`config.mk`:
```
export PLATFORM = sky130hd
export DESIGN_NAME = i2c_reg_port
export DESIGN_NICKNAME = d
export VERILOG_FILES = /design/src/rtl/i2c_port_pkg.sv /design/src/rtl/i2c_port_dp.sv /design/src/rtl/i2c_port_ctrl.sv /design/src/rtl/i2c_reg_port.sv
export SDC_FILE = /design/constraint.sdc
export NUM_CORES = 1
export LEC_CHECK = 0
export ABC_AREA = 0
export BUFFER_PORTS_ARGS = -buffer_cell sky130_fd_sc_hd__buf_2
export CORE_ASPECT_RATIO = 0.8
export CORE_MARGIN = 2
export CORE_UTILIZATION = 52
export CTS_CLUSTER_DIAMETER = 50
export DETAILED_ROUTE_END_ITERATION = 10
export PLACE_DENSITY = 0.71
export REMOVE_ABC_BUFFERS = 1
export SYNTH_ARGS = -nofsm -noshare
export SYNTH_HDL_FRONTEND = slang
export SYNTH_HIERARCHICAL = 1
export SYNTH_SLANG_ARGS = --single-unit
```
`constraint.sdc`:
```
create_clock -name clk -period 2.21 [get_ports clk]
set_input_delay 0.1105 -clock clk [delete_from_list [all_inputs] [get_ports clk]]
set_output_delay 0.1105 -clock clk [all_outputs]
set_load 0.05 [all_outputs]
```
`src/rtl/i2c_port_pkg.sv`:
```
package i2c_port_pkg;
  localparam int BYTE_W = 8;
  localparam int ADR_W  = 7;

  typedef enum logic [3:0] {
    ST_IDLE, ST_ADDR, ST_ADDR_ACK, ST_PTR, ST_PTR_ACK,
    ST_WR, ST_WR_ACK, ST_RD, ST_RD_ACK, ST_SKIP
  } ctrlState_e;

  typedef struct packed {
    logic shiftIn;
    logic loadTx;
    logic shiftTx;
    logic setPtr;
    logic workFromPtr;
    logic workInc;
    logic writeReg;
  } dpStrobe_t;
endpackage

```
`src/rtl/i2c_port_dp.sv`:
```
module i2c_port_dp
  import i2c_port_pkg::*;
#(
  parameter int SYNC_STAGES = 2,
  parameter int REG_AW = 8
) (
  input  logic              clk,
  input  logic              rstN,
  input  logic              sclIn,
  input  logic              sdaIn,
  input  dpStrobe_t         stb,
  input  logic [BYTE_W-1:0] regRdData,
  output logic              sclLevel,
  output logic              sdaLevel,
  output logic              sclRise,
  output logic              sclFall,
  output logic              busStart,
  output logic              busStop,
  output logic [BYTE_W-1:0] rxByte,
  output logic              txMsb,
  output logic [REG_AW-1:0] regAddr,
  output logic              regWrEn,
  output logic [BYTE_W-1:0] regWrData
);
  logic [SYNC_STAGES-1:0] sclPipe, sdaPipe;
  logic sclQ, sdaQ;
  logic [BYTE_W-1:0] rxShift, txShift;
  logic [REG_AW-1:0] ptrQ, workAddr;

  // two-stage (or deeper) synchroniser followed by one history stage
  always_ff @(posedge clk) begin
    if (!rstN) begin
      sclPipe <= '1;
      sdaPipe <= '1;
      sclQ    <= 1'b1;
      sdaQ    <= 1'b1;
    end else begin
      sclPipe <= {sclPipe[SYNC_STAGES-2:0], sclIn};
      sdaPipe <= {sdaPipe[SYNC_STAGES-2:0], sdaIn};
      sclQ    <= sclPipe[SYNC_STAGES-1];
      sdaQ    <= sdaPipe[SYNC_STAGES-1];
    end
  end

  assign sclLevel = sclPipe[SYNC_STAGES-1];
  assign sdaLevel = sdaPipe[SYNC_STAGES-1];
  assign sclRise  = sclLevel & ~sclQ;
  assign sclFall  = ~sclLevel & sclQ;
  assign busStart = sclLevel & sclQ & sdaQ & ~sdaLevel;
  assign busStop  = sclLevel & sclQ & ~sdaQ & sdaLevel;

  always_ff @(posedge clk) begin
    if (!rstN) begin
      rxShift   <= '0;
      txShift   <= '1;
      ptrQ      <= '0;
      workAddr  <= '0;
      regWrEn   <= 1'b0;
      regWrData <= '0;
    end else begin
      regWrEn <= stb.writeReg;
      if (stb.writeReg) regWrData <= rxShift;
      if (stb.shiftIn) rxShift <= {rxShift[BYTE_W-2:0], sdaLevel};
      if (stb.loadTx) txShift <= regRdData;
      else if (stb.shiftTx) txShift <= {txShift[BYTE_W-2:0], 1'b1};
      if (stb.setPtr) begin
        ptrQ     <= rxShift[REG_AW-1:0];
        workAddr <= rxShift[REG_AW-1:0];
      end else if (stb.workFromPtr) begin
        workAddr <= ptrQ;
      end else if (stb.workInc) begin
        workAddr <= workAddr + 1'b1;
      end
    end
  end

  assign rxByte  = rxShift;
  assign txMsb   = txShift[BYTE_W-1];
  assign regAddr = workAddr;
endmodule

```
`src/rtl/i2c_port_ctrl.sv`:
```
module i2c_port_ctrl
  import i2c_port_pkg::*;
(
  input  logic              clk,
  input  logic              rstN,
  input  logic              sclRise,
  input  logic              sclFall,
  input  logic              busStart,
  input  logic              busStop,
  input  logic              sdaLevel,
  input  logic [BYTE_W-1:0] rxByte,
  input  logic              txMsb,
  input  logic [ADR_W-1:0]  devId,
  output dpStrobe_t         stb,
  output logic              sdaOe
);
  ctrlState_e st, stNext;
  logic [3:0] bitCnt, cntNext;
  logic isRead, rdNext;
  logic mAckQ, ackNext;
  logic addrHit;
  logic [ADR_W-1:0] rxAddr;

  assign rxAddr  = rxByte[BYTE_W-1:1];
  // reserved groups: top four address bits all zero or all one
  assign addrHit = (rxAddr == devId) && (rxAddr[ADR_W-1:3] != 4'h0)
                   && (rxAddr[ADR_W-1:3] != 4'hF);

  always_ff @(posedge clk) begin
    if (!rstN) begin
      st     <= ST_IDLE;
      bitCnt <= '0;
      isRead <= 1'b0;
      mAckQ  <= 1'b0;
    end else begin
      st     <= stNext;
      bitCnt <= cntNext;
      isRead <= rdNext;
      mAckQ  <= ackNext;
    end
  end

  always_comb begin
    stNext  = st;
    cntNext = bitCnt;
    rdNext  = isRead;
    ackNext = mAckQ;
    stb     = '0;
    if (busStop) begin
      stNext = ST_IDLE;
    end else if (busStart) begin
      stNext  = ST_ADDR;
      cntNext = '0;
    end else begin
      case (st)
        ST_ADDR, ST_PTR, ST_WR: begin
          if (sclRise) begin
            stb.shiftIn = 1'b1;
            cntNext     = bitCnt + 4'd1;
          end else if (sclFall && bitCnt == 4'd8) begin
            cntNext = '0;
            if (st == ST_ADDR) begin
              if (addrHit) begin
                stNext          = ST_ADDR_ACK;
                rdNext          = rxByte[0];
                stb.workFromPtr = rxByte[0];
              end else begin
                stNext = ST_SKIP;
              end
            end else if (st == ST_PTR) begin
              stb.setPtr = 1'b1;
              stNext     = ST_PTR_ACK;
            end else begin
              stb.writeReg = 1'b1;
              stNext       = ST_WR_ACK;
            end
          end
        end
        ST_ADDR_ACK: begin
          if (sclFall) begin
            if (isRead) begin
              stb.loadTx = 1'b1;
              stNext     = ST_RD;
            end else begin
              stNext = ST_PTR;
            end
          end
        end
        ST_PTR_ACK: if (sclFall) stNext = ST_WR;
        ST_WR_ACK: begin
          if (sclFall) begin
            stb.workInc = 1'b1;
            stNext      = ST_WR;
          end
        end
        ST_RD: begin
          if (sclFall) begin
            if (bitCnt == 4'd7) begin
              stNext  = ST_RD_ACK;
              cntNext = '0;
            end else begin
              stb.shiftTx = 1'b1;
              cntNext     = bitCnt + 4'd1;
            end
          end
        end
        ST_RD_ACK: begin
          if (sclRise) begin
            ackNext     = ~sdaLevel;
            stb.workInc = ~sdaLevel;
          end else if (sclFall) begin
            if (mAckQ) begin
              stb.loadTx = 1'b1;
              stNext     = ST_RD;
            end else begin
              stNext = ST_SKIP;
            end
          end
        end
        default: ;
      endcase
    end
  end

  assign sdaOe = (st == ST_ADDR_ACK) || (st == ST_PTR_ACK) || (st == ST_WR_ACK)
                 || ((st == ST_RD) && !txMsb);
endmodule

```
`src/rtl/i2c_reg_port.sv`:
```
module i2c_reg_port
  import i2c_port_pkg::*;
#(
  parameter int SYNC_STAGES = 2,
  parameter int REG_AW = 8
) (
  input  logic              clk,
  input  logic              rstN,
  input  logic              sclIn,
  input  logic              sdaIn,
  input  logic [6:0]        devId,
  output logic              sdaOe,
  output logic [REG_AW-1:0] regAddr,
  output logic              regWrEn,
  output logic [7:0]        regWrData,
  input  logic [7:0]        regRdData
);
  dpStrobe_t stb;
  logic sclLevel, sdaLevel, sclRise, sclFall, busStart, busStop, txMsb;
  logic [BYTE_W-1:0] rxByte;

  i2c_port_dp #(.SYNC_STAGES(SYNC_STAGES), .REG_AW(REG_AW)) u_dp (
    .clk(clk), .rstN(rstN), .sclIn(sclIn), .sdaIn(sdaIn), .stb(stb),
    .regRdData(regRdData), .sclLevel(sclLevel), .sdaLevel(sdaLevel),
    .sclRise(sclRise), .sclFall(sclFall), .busStart(busStart),
    .busStop(busStop), .rxByte(rxByte), .txMsb(txMsb), .regAddr(regAddr),
    .regWrEn(regWrEn), .regWrData(regWrData)
  );

  i2c_port_ctrl u_ctrl (
    .clk(clk), .rstN(rstN), .sclRise(sclRise), .sclFall(sclFall),
    .busStart(busStart), .busStop(busStop), .sdaLevel(sdaLevel),
    .rxByte(rxByte), .txMsb(txMsb), .devId(devId), .stb(stb), .sdaOe(sdaOe)
  );
endmodule

```
==> run summary, run 1 <==
The run finished with clean final reports. The number of maximum-capacitance constraint violations came out at 0. The source of the worst register-to-register timing path is u_ctrl/st[1]$_SDFFE_PP0P_.

The post-synthesis instance total was 346. The post-synthesis sequential element count came out at 57. For hold timing, the worst endpoint is u_dp/txShift[0]$_SDFFE_PN1P_.

Across the routed clock network, the largest skew measured is 0.00922 ns. The sequential share of the synthesized area was 37.0%. The largest fanout on the critical path is 10. The first routing iteration left 311 violations.

The run gives 0.618 mV as the maximum ir drop on the vdd rail. TritonCTS built the clock tree. Floorplan die width: 90.2 microns. The number of cells traversed by the worst register-to-register path was 10. In this run the clock root is driven by a sky130_fd_sc_hd__clkbuf_8.

Dividing the detail-routed wire length by the instance count gives 14.8 microns. In the layout the commonest cells are sky130_fd_sc_hd__dfxtp_1, sky130_fd_sc_hd__buf_4, sky130_fd_sc_hd__buf_2. The last weighted congestion value of the routability-driven placer was 0.946; the share of flip-flops with an asynchronous set or reset was 0%. The tools report the setup slack of the most critical reg-to-reg path as 0.08 ns. The period utilization works out to 96.3%. The final critical path time including I/O delays and setup is 2.13 ns, and the final sum of negative setup slack is 0 ns. At the end of the flow the core is filled with cells to 67.7%.

Die outline height: 72.9 microns. Dividing the detail-routed via count by the number of cells gives 5.63. The remaining antenna violation count was 0. The count of cell types in the netlist was 56.

The run gives 0 as the number of endpoints with negative hold slack in the final report. Compared with the post-synthesis result, the final layout area differs by 27.6%. The run gives 12.6 mm as the first-pass GRT wire length.

The endpoint identified for the worst register-to-register timing path is u_dp/regAddr[3]$_SDFFE_PN0P_. Summed over all layers, the global routing overflow is 0. Clock latency on the worst-skew pair: 0.35 ns. The tools report the hold path startpoint as regRdData[0]. The run gives 25 as the row count. For the pin with the worst max-slew slack, the measured transition is 0.420 ns. In the post-synthesis netlist, the biggest area contributors are sky130_fd_sc_hd__dfxtp_1, sky130_fd_sc_hd__mux2i_1, sky130_fd_sc_hd__nor2b_1. The tools report the largest net degree at the start of global routing as 38. The worst pin sits at a relative slew slack of 72.0%. Setup repair after global routing could not meet its margin everywhere. For this design the top-level I/O count stands at 37. Leaving out fill and tap cells, the most frequent cell in the layout is sky130_fd_sc_hd__dfxtp_1. The required arrival time at the worst endpoint was 2.44 ns; the count of flip-flops with a built-in enable after synthesis was 0.

The clock drives 57 sinks. For this run, the number of Yosys warnings is 6. Global routing consumed, over all layers together, 24.1% of the routing resources.

In this run the static leakage power is 0.00150 uW. The tools report the via count of the first global-routing pass as 2517. Of the cells placed in the final design, the portion with a size suffix greater than 1 is 29.8%. The largest total area in the synthesized netlist belongs to sky130_fd_sc_hd__dfxtp_1. In this run the worst hold path is classified as input port to flip-flop.

Among all flip-flop cells after synthesis, the most frequent one is sky130_fd_sc_hd__dfxtp_1. In the routed design, unresolved DRC markers number 0. The count of pins over their slew limit was 0. The power density over the cells came out at 519 mW/mm^2. The clock-pin slew reported for the worst setup and hold paths after clock tree synthesis is 0.07 ns, and the count of antenna diodes in the layout is 0. For the number of levels in the clock H-tree, the log shows 3. Setup violations remaining at the end of the flow were counted as 0. The final route contains 2875 vias. The worst setup path is captured at a flip-flop. For this run, the post-layout net count is 447. For this block, the routed nets add up to 7.58 mm of wire. Once the floorplan was initialized, standard cells occupied 53.1% of the core. Detailed placement ended at an HPWL of 5.21 mm. By startpoint and endpoint, the worst setup path is classified as flip-flop to flip-flop. The floorplan step defined a core boundary enclosing 0.00582 sq mm. The tools report the length of the first detailed-routing pass in iterations as 7.

Data arrives at the worst endpoint at 2.36 ns. For this run, the top clock speed supported by timing is 470 MHz. STA classifies the critical path startpoint as a flip-flop.

The average instance in the mapped netlist occupies 8.92 sq um. Counting instances, the worst hold path has a depth of 3. Summing every instance area after synthesis gives 0.00309 sq mm. The synthesized design devotes to its leading area cell type 37.0% of total area. The floorplan step defined a die boundary enclosing 0.00657 sq mm. For the number of buffers added by the clock tree synthesis step, the log shows 9. The logs give 0 for the initial antenna violation count and 2 for the buffer levels on the longest clock path.

The number of buffer cells added on primary ports was 36.
state kept, by name, summed over array words and instances (netlist names), 2 cells and up:
| signal | flops |
|---|---|
| u_dp/ptrQ | 8 |
| u_dp/regAddr | 8 |
| u_dp/regWrData | 8 |
| u_dp/rxByte | 8 |
| u_dp/txShift | 8 |
| u_ctrl/bitCnt | 4 |
| u_ctrl/st | 4 |
| u_dp/sclPipe | 2 |
| u_dp/sdaPipe | 2 |
report_power, final:
part	leakage, uW	internal (uW)	switching (uW)
Combinational	0.000949	63.8	59.6
Sequential	0.000461	1030	4.71
Clock	0.0000862	414	469
Total	0.00150	1510	534
worst max-delay path by stage:
stage | from | end | slack [ns] | cells after the start
3_5_place_dp | u_dp/sclPipe[1]$_SDFF_PN1_ | u_dp/regAddr[7]$_SDFFE_PN0P_ | 0.03 | 9
4_1_cts | u_ctrl/bitCnt[0]$_SDFFE_PN0P_ | u_dp/regAddr[7]$_SDFFE_PN0P_ | 0.03 | 10
2_1_floorplan | u_dp/sclQ$_SDFF_PN1_ | u_dp/regAddr[6]$_SDFFE_PN0P_ | -1.05 | 6
3_3_place_gp | u_dp/sclPipe[1]$_SDFF_PN1_ | u_dp/regAddr[7]$_SDFFE_PN0P_ | 0.04 | 9
6_report | u_ctrl/st[1]$_SDFFE_PP0P_ | u_dp/regAddr[3]$_SDFFE_PN0P_ | 0.08 | 10
5_1_grt | u_ctrl/bitCnt[0]$_SDFFE_PN0P_ | u_dp/regAddr[6]$_SDFFE_PN0P_ | -0.04 | 10
worst max-delay path, stage by stage (launching register included):
cell and delay, ns:
sky130_fd_sc_hd__dfxtp_1 0.43, sky130_fd_sc_hd__nor3_2 0.34, sky130_fd_sc_hd__nand3_1 0.15, sky130_fd_sc_hd__o32a_1 0.19, sky130_fd_sc_hd__nor3_1 0.15, sky130_fd_sc_hd__buf_4 0.18
sky130_fd_sc_hd__nor2b_2 0.18, sky130_fd_sc_hd__buf_4 0.13, sky130_fd_sc_hd__nor2_1 0.04, sky130_fd_sc_hd__o21ai_0 0.09, sky130_fd_sc_hd__a31oi_1 0.13
cell type report:
class                      instances  area, sq um
clock buffer                       9          124
fill                             493         1880
inverter                           9         33.8
timing repair buffer              91          632
tap                               81          101
clock inverter                     7         55.1
multi-input combinational        257         1850
sequential                        57         1140
what timing repair did:
action / CTS / global route
endpoints found under the setup margin: 1 / 8
cloned: 0 / 0
pin swaps: 0 / 2
buffers inserted: 0 / 1
endpoints found under the hold margin: 9 / 0
gates resized for setup: 1 / 13
hold buffers: 9 / 0
layer usage:
layer | track usage (%) | vias up | wire [microns]
met5 | 0 | - | 0
met4 | 8.72 | 0 | 82
met3 | 7.54 | 9 | 479
met2 | 33.2 | 101 | 3290
met1 | 35.2 | 1363 | 3730
li1 | - | 1402 | -
cells by family (layout without fill, tap and decap cells):
logic type               Yosys count  in the layout  share of synthesized area, %
adder cells (fa/ha/maj)            3              3                          1.22
AO/OA/AOI/OAI                     69             69                          16.4
flip-flops                        57             57                          37.0
multiplexers                      34             34                          11.3
XOR/XNOR                          10             10                          2.84
buffers and inverters             32            116                          5.10
AND/OR/NAND/NOR                  141            141                          26.2
Yosys cell counts (all sizes together) (3+ instances only):
master / instances
mux2i: 27
xnor2: 10
a31oi: 6
nand4: 5
nor3b: 4
nand3: 9
mux2: 7
nor2b: 29
and2: 4
ha: 3
a21boi: 12
buf: 9
o211a: 3
or4: 4
clkbuf: 14
inv: 9
a21o: 3
a21oi: 9
nand2b: 14
nor3: 10
or3: 3
dfxtp: 57
nor4: 4
nor2: 13
nand2: 29
o21ai: 16
per-stage QoR:
step	worst slack, ns	cell area (sq um)	cells	hold WS (ns)	total power [uW]
detailed placement	0.0305	3610	485	0.298	1170
finish	0.0812	3940	511	0.0310	2040
global placement	0.0412	3610	485	0.292	1170
global route	-0.0366	3940	511	0.0869	2120
CTS	0.0308	3890	510	0.0255	2060
floorplan	-1.05	2960	323	0.172	1110
Note: power is estimated with default switching activity, not from simulation.
==> inputs of run 2 (changes only) <==
==> constraint.sdc (replaced) <==
create_clock -name clk -period 2.21 [get_ports clk]
set_input_delay 0 -clock clk [delete_from_list [all_inputs] [get_ports clk]]
set_output_delay 0 -clock clk [all_outputs]
set_load 0.05 [all_outputs]
==> run 2 against run 1 <==
Compared with the run above: sequential power is essentially flat; hold slack improved by 0.29 ns; die area unchanged; design area up 2.0%; core utilization rose by 1.4 points; critical path type unchanged; via count fell by 0.56%; highest routed layer unchanged.
==> run summary, run 2 (same netlist as run 1, synthesis figures left out) <==
The tools report the layout net count as 449 (was 447). Initial antenna violation count: 0 (unchanged). The run gives 7.48 mm (was 7.58 mm) as the aggregate routed wire length. The stage delay of the slowest cell on the critical path was 0.37 ns (was 0.43 ns); the per-cell via count in the routed design was 5.57 (was 5.63). The tools report the maximum ir drop on the vdd rail as 0.544 mV (was 0.618 mV). The flow ran to the end, and the final reports show no timing, DRC or antenna violations. For the via total after detailed routing, the log shows 2859 (was 2875). The startpoint type of the worst setup path was a flip-flop (unchanged). The largest fanout on the critical path is 7 (was 10). Most common cell after layout, fill and taps aside: sky130_fd_sc_hd__dfxtp_1 (unchanged). The run gives 0.34 ns (was 0.35 ns) as the clock latency on the worst-skew pair. The area growth from synthesis to layout came out at 30.2% (was 27.6%).

Final critical path time including I/O delays and setup: 2.14 ns (was 2.13 ns). The via count of the first global-routing pass was 2541 (was 2517); the transition time at the pin with the least slew margin was 0.453 ns (was 0.420 ns). The run gives 38 (unchanged) as the largest net degree at the start of global routing. The required arrival time at the worst endpoint was 2.43 ns (was 2.44 ns); the final worst setup slack was 0.0708 ns (was 0.0812 ns).

The power density over the cells was 591 mW/mm^2 (was 519 mW/mm^2); the number of buffers added by the clock tree synthesis step was 9 (unchanged). The share of post-route cells with drive strength above 1 was 29.4% (was 29.8%). Critical setup path kind: flip-flop to flip-flop (unchanged). The number of cells traversed by the worst register-to-register path is 9 (was 10).

Clock skew: 0.00542 ns (was 0.00922 ns). Family of cells with the greatest summed delay on the critical path: simple AND/OR/NAND/NOR gates (unchanged). Number of maximum-capacitance constraint violations: 0 (unchanged). The standard cell with the maximum stage delay on the critical path is sky130_fd_sc_hd__or3_1 (was sky130_fd_sc_hd__dfxtp_1). The number of DRC markers in iteration 0 was 261 (was 311).

The die area was 0.00657 sq mm (unchanged). For the highest attainable clock frequency, the log shows 467 MHz (was 470 MHz). The final core utilization was 69.1% (was 67.7%).

The worst relative slew slack is 69.8% (was 72.0%), and the count of pins over their slew limit is 0 (unchanged). The classification of the worst-slack hold path is input port to flip-flop (unchanged). The remaining global-route overflow was 0 (unchanged).

The number of buffer and inverter instances along the worst setup path was 1 (was 2). The run gives 53.1% (unchanged) as the initial core utilization. The leakage power summed over all cells is 0.00154 uW (was 0.00150 uW), and the period utilization is 96.8% (was 96.3%).

The DRC violations left is 0 (unchanged), and the total chip power is 2380 uW (was 2040 uW). The cell count after placement was 485 (unchanged). The tools report the clock tree root driver cell as sky130_fd_sc_hd__clkbuf_8 (unchanged).

Setup repair after global routing could not meet its margin everywhere. The die outline height came out at 72.9 microns (unchanged). The floorplan die width came out at 90.2 microns (unchanged). The library cell appearing most often on the critical path is sky130_fd_sc_hd__nor3_1 (was sky130_fd_sc_hd__buf_4).

The clock-pin slew reported for the worst setup and hold paths after clock tree synthesis came out at 0.07 ns (about the same). The worst slack at placement was -0.00171 ns (was 0.0305 ns); the buffer levels on the longest clock path was 2 (unchanged). The cell count along the critical path came out at 9 (was 10). The final sum of negative setup slack came out at 0 ns (unchanged). The number of sinks driven by the clock tree was 57 (unchanged); the remaining antenna violation count was 0 (unchanged).

Ordered cell list for the critical path: or3_1, a22oi_1, nor3_1, and3_4, buf_4, nor2b_2, a222oi_1, nor2b_1, nor3_1 (was nor3_2, nand3_1, o32a_1, nor3_1, buf_4, nor2b_2, buf_4, nor2_1, o21ai_0, a31oi_1). The routed wire length per instance came out at 14.6 microns (was 14.8 microns). The length of the first detailed-routing pass in iterations came out at 5 (was 7). For the data arrival time of the worst path, the log shows 2.36 ns (about the same).

The layout filler cell count was 486 (was 493). The number of setup violations in the final report was 0 (unchanged); the cell depth of the worst min-delay path was 6 (was 3). The sort of element at the end of the critical path is a flip-flop (unchanged). The first-pass GRT wire length was 12.3 mm (was 12.6 mm).

For the number of endpoints with negative hold slack in the final report, the log shows 0 (unchanged). The top-level port count is 37 (unchanged), and the placeable core region is 0.00582 sq mm (unchanged). The last weighted congestion value of the routability-driven placer was 0.946 (unchanged). The number of buffer cells added on primary ports was 36 (unchanged); the number of levels in the clock H-tree was 3 (unchanged). The half-perimeter wire length of the detailed placement result is 5.16 mm (was 5.21 mm), and the count of antenna diodes in the layout is 0 (unchanged). The row count is 25 (unchanged).

Leading cell types in the layout, fill and taps excluded: sky130_fd_sc_hd__dfxtp_1, sky130_fd_sc_hd__buf_4, sky130_fd_sc_hd__buf_2 (unchanged). The total global-route track usage was 23.6% (was 24.1%). For the final cell count without fillers, the log shows 513 (was 511). TritonCTS built the clock tree.
run 2: path summary, 6_finish.rpt:
check / to / slack, ns / start
max: u_dp/regAddr[6]$_SDFFE_PN0P_ / 0.07 / u_dp/rxByte[5]$_SDFFE_PN0P_
min: u_ctrl/isRead$_SDFFE_PN0P_ / 0.32 / devId[0]
max reg2reg: u_dp/regAddr[6]$_SDFFE_PN0P_ / 0.07 / u_dp/rxByte[5]$_SDFFE_PN0P_
min reg2reg: u_dp/sdaPipe[1]$_SDFF_PN1_ / 0.42 / u_dp/sdaPipe[0]$_SDFF_PN1_
run 2: what timing repair did:
item / CTS / global route
hold buffers: 11 / 0
setup endpoints to repair: 4 / 15
hold endpoints to repair: 10 / 0
cloned: 0 / 0
resized for setup: 3 / 13
pin swaps: 0 / 1
setup buffers: 0 / 1
run 2: tightest hold or removal path, stage by stage:
cell and delay (ns):
sky130_fd_sc_hd__buf_2 0.09, sky130_fd_sc_hd__xnor2_1 0.06, sky130_fd_sc_hd__nand2_1 0.09, sky130_fd_sc_hd__nor3_1 0.09, sky130_fd_sc_hd__a21boi_0 0.17, sky130_fd_sc_hd__o21a_1 0.12
run 2: metrics by stage:
stage	hold slack [ns]	instance area, sq um
after floorplan	0.0619	2960
final	0.322	4020
after global placement	0.182	3600
after detailed placement	0.190	3600
after global routing	0.393	4020
after CTS	0.318	3960
run 2: area by class of cell:
class | instances | area, sq um | share of cell area [%]
multi-input cells | 257 | 1860 | 46.3
flip-flops and latches | 57 | 1140 | 28.4
repair buffers | 93 | 639 | 15.9
clock buffers | 11 | 141 | 3.52
clock inverters | 5 | 103 | 2.55
well taps | 81 | 101 | 2.52
inverters | 9 | 33.8 | 0.840
run 2: power breakdown:
part | switching, uW | internal (uW) | total [uW]
sequential | 4.97 | 1030 | 1040
clock | 437 | 778 | 1220
combinational | 59.7 | 63.6 | 123
run 2: per-layer routing:
metal	track usage (%)	up-vias	share of wire, %
met1	35.2	1356	50
met5	0	-	0
met4	5.81	0	0.82
met3	7.44	7	6.8
li1	-	1398	-
met2	32.7	98	42
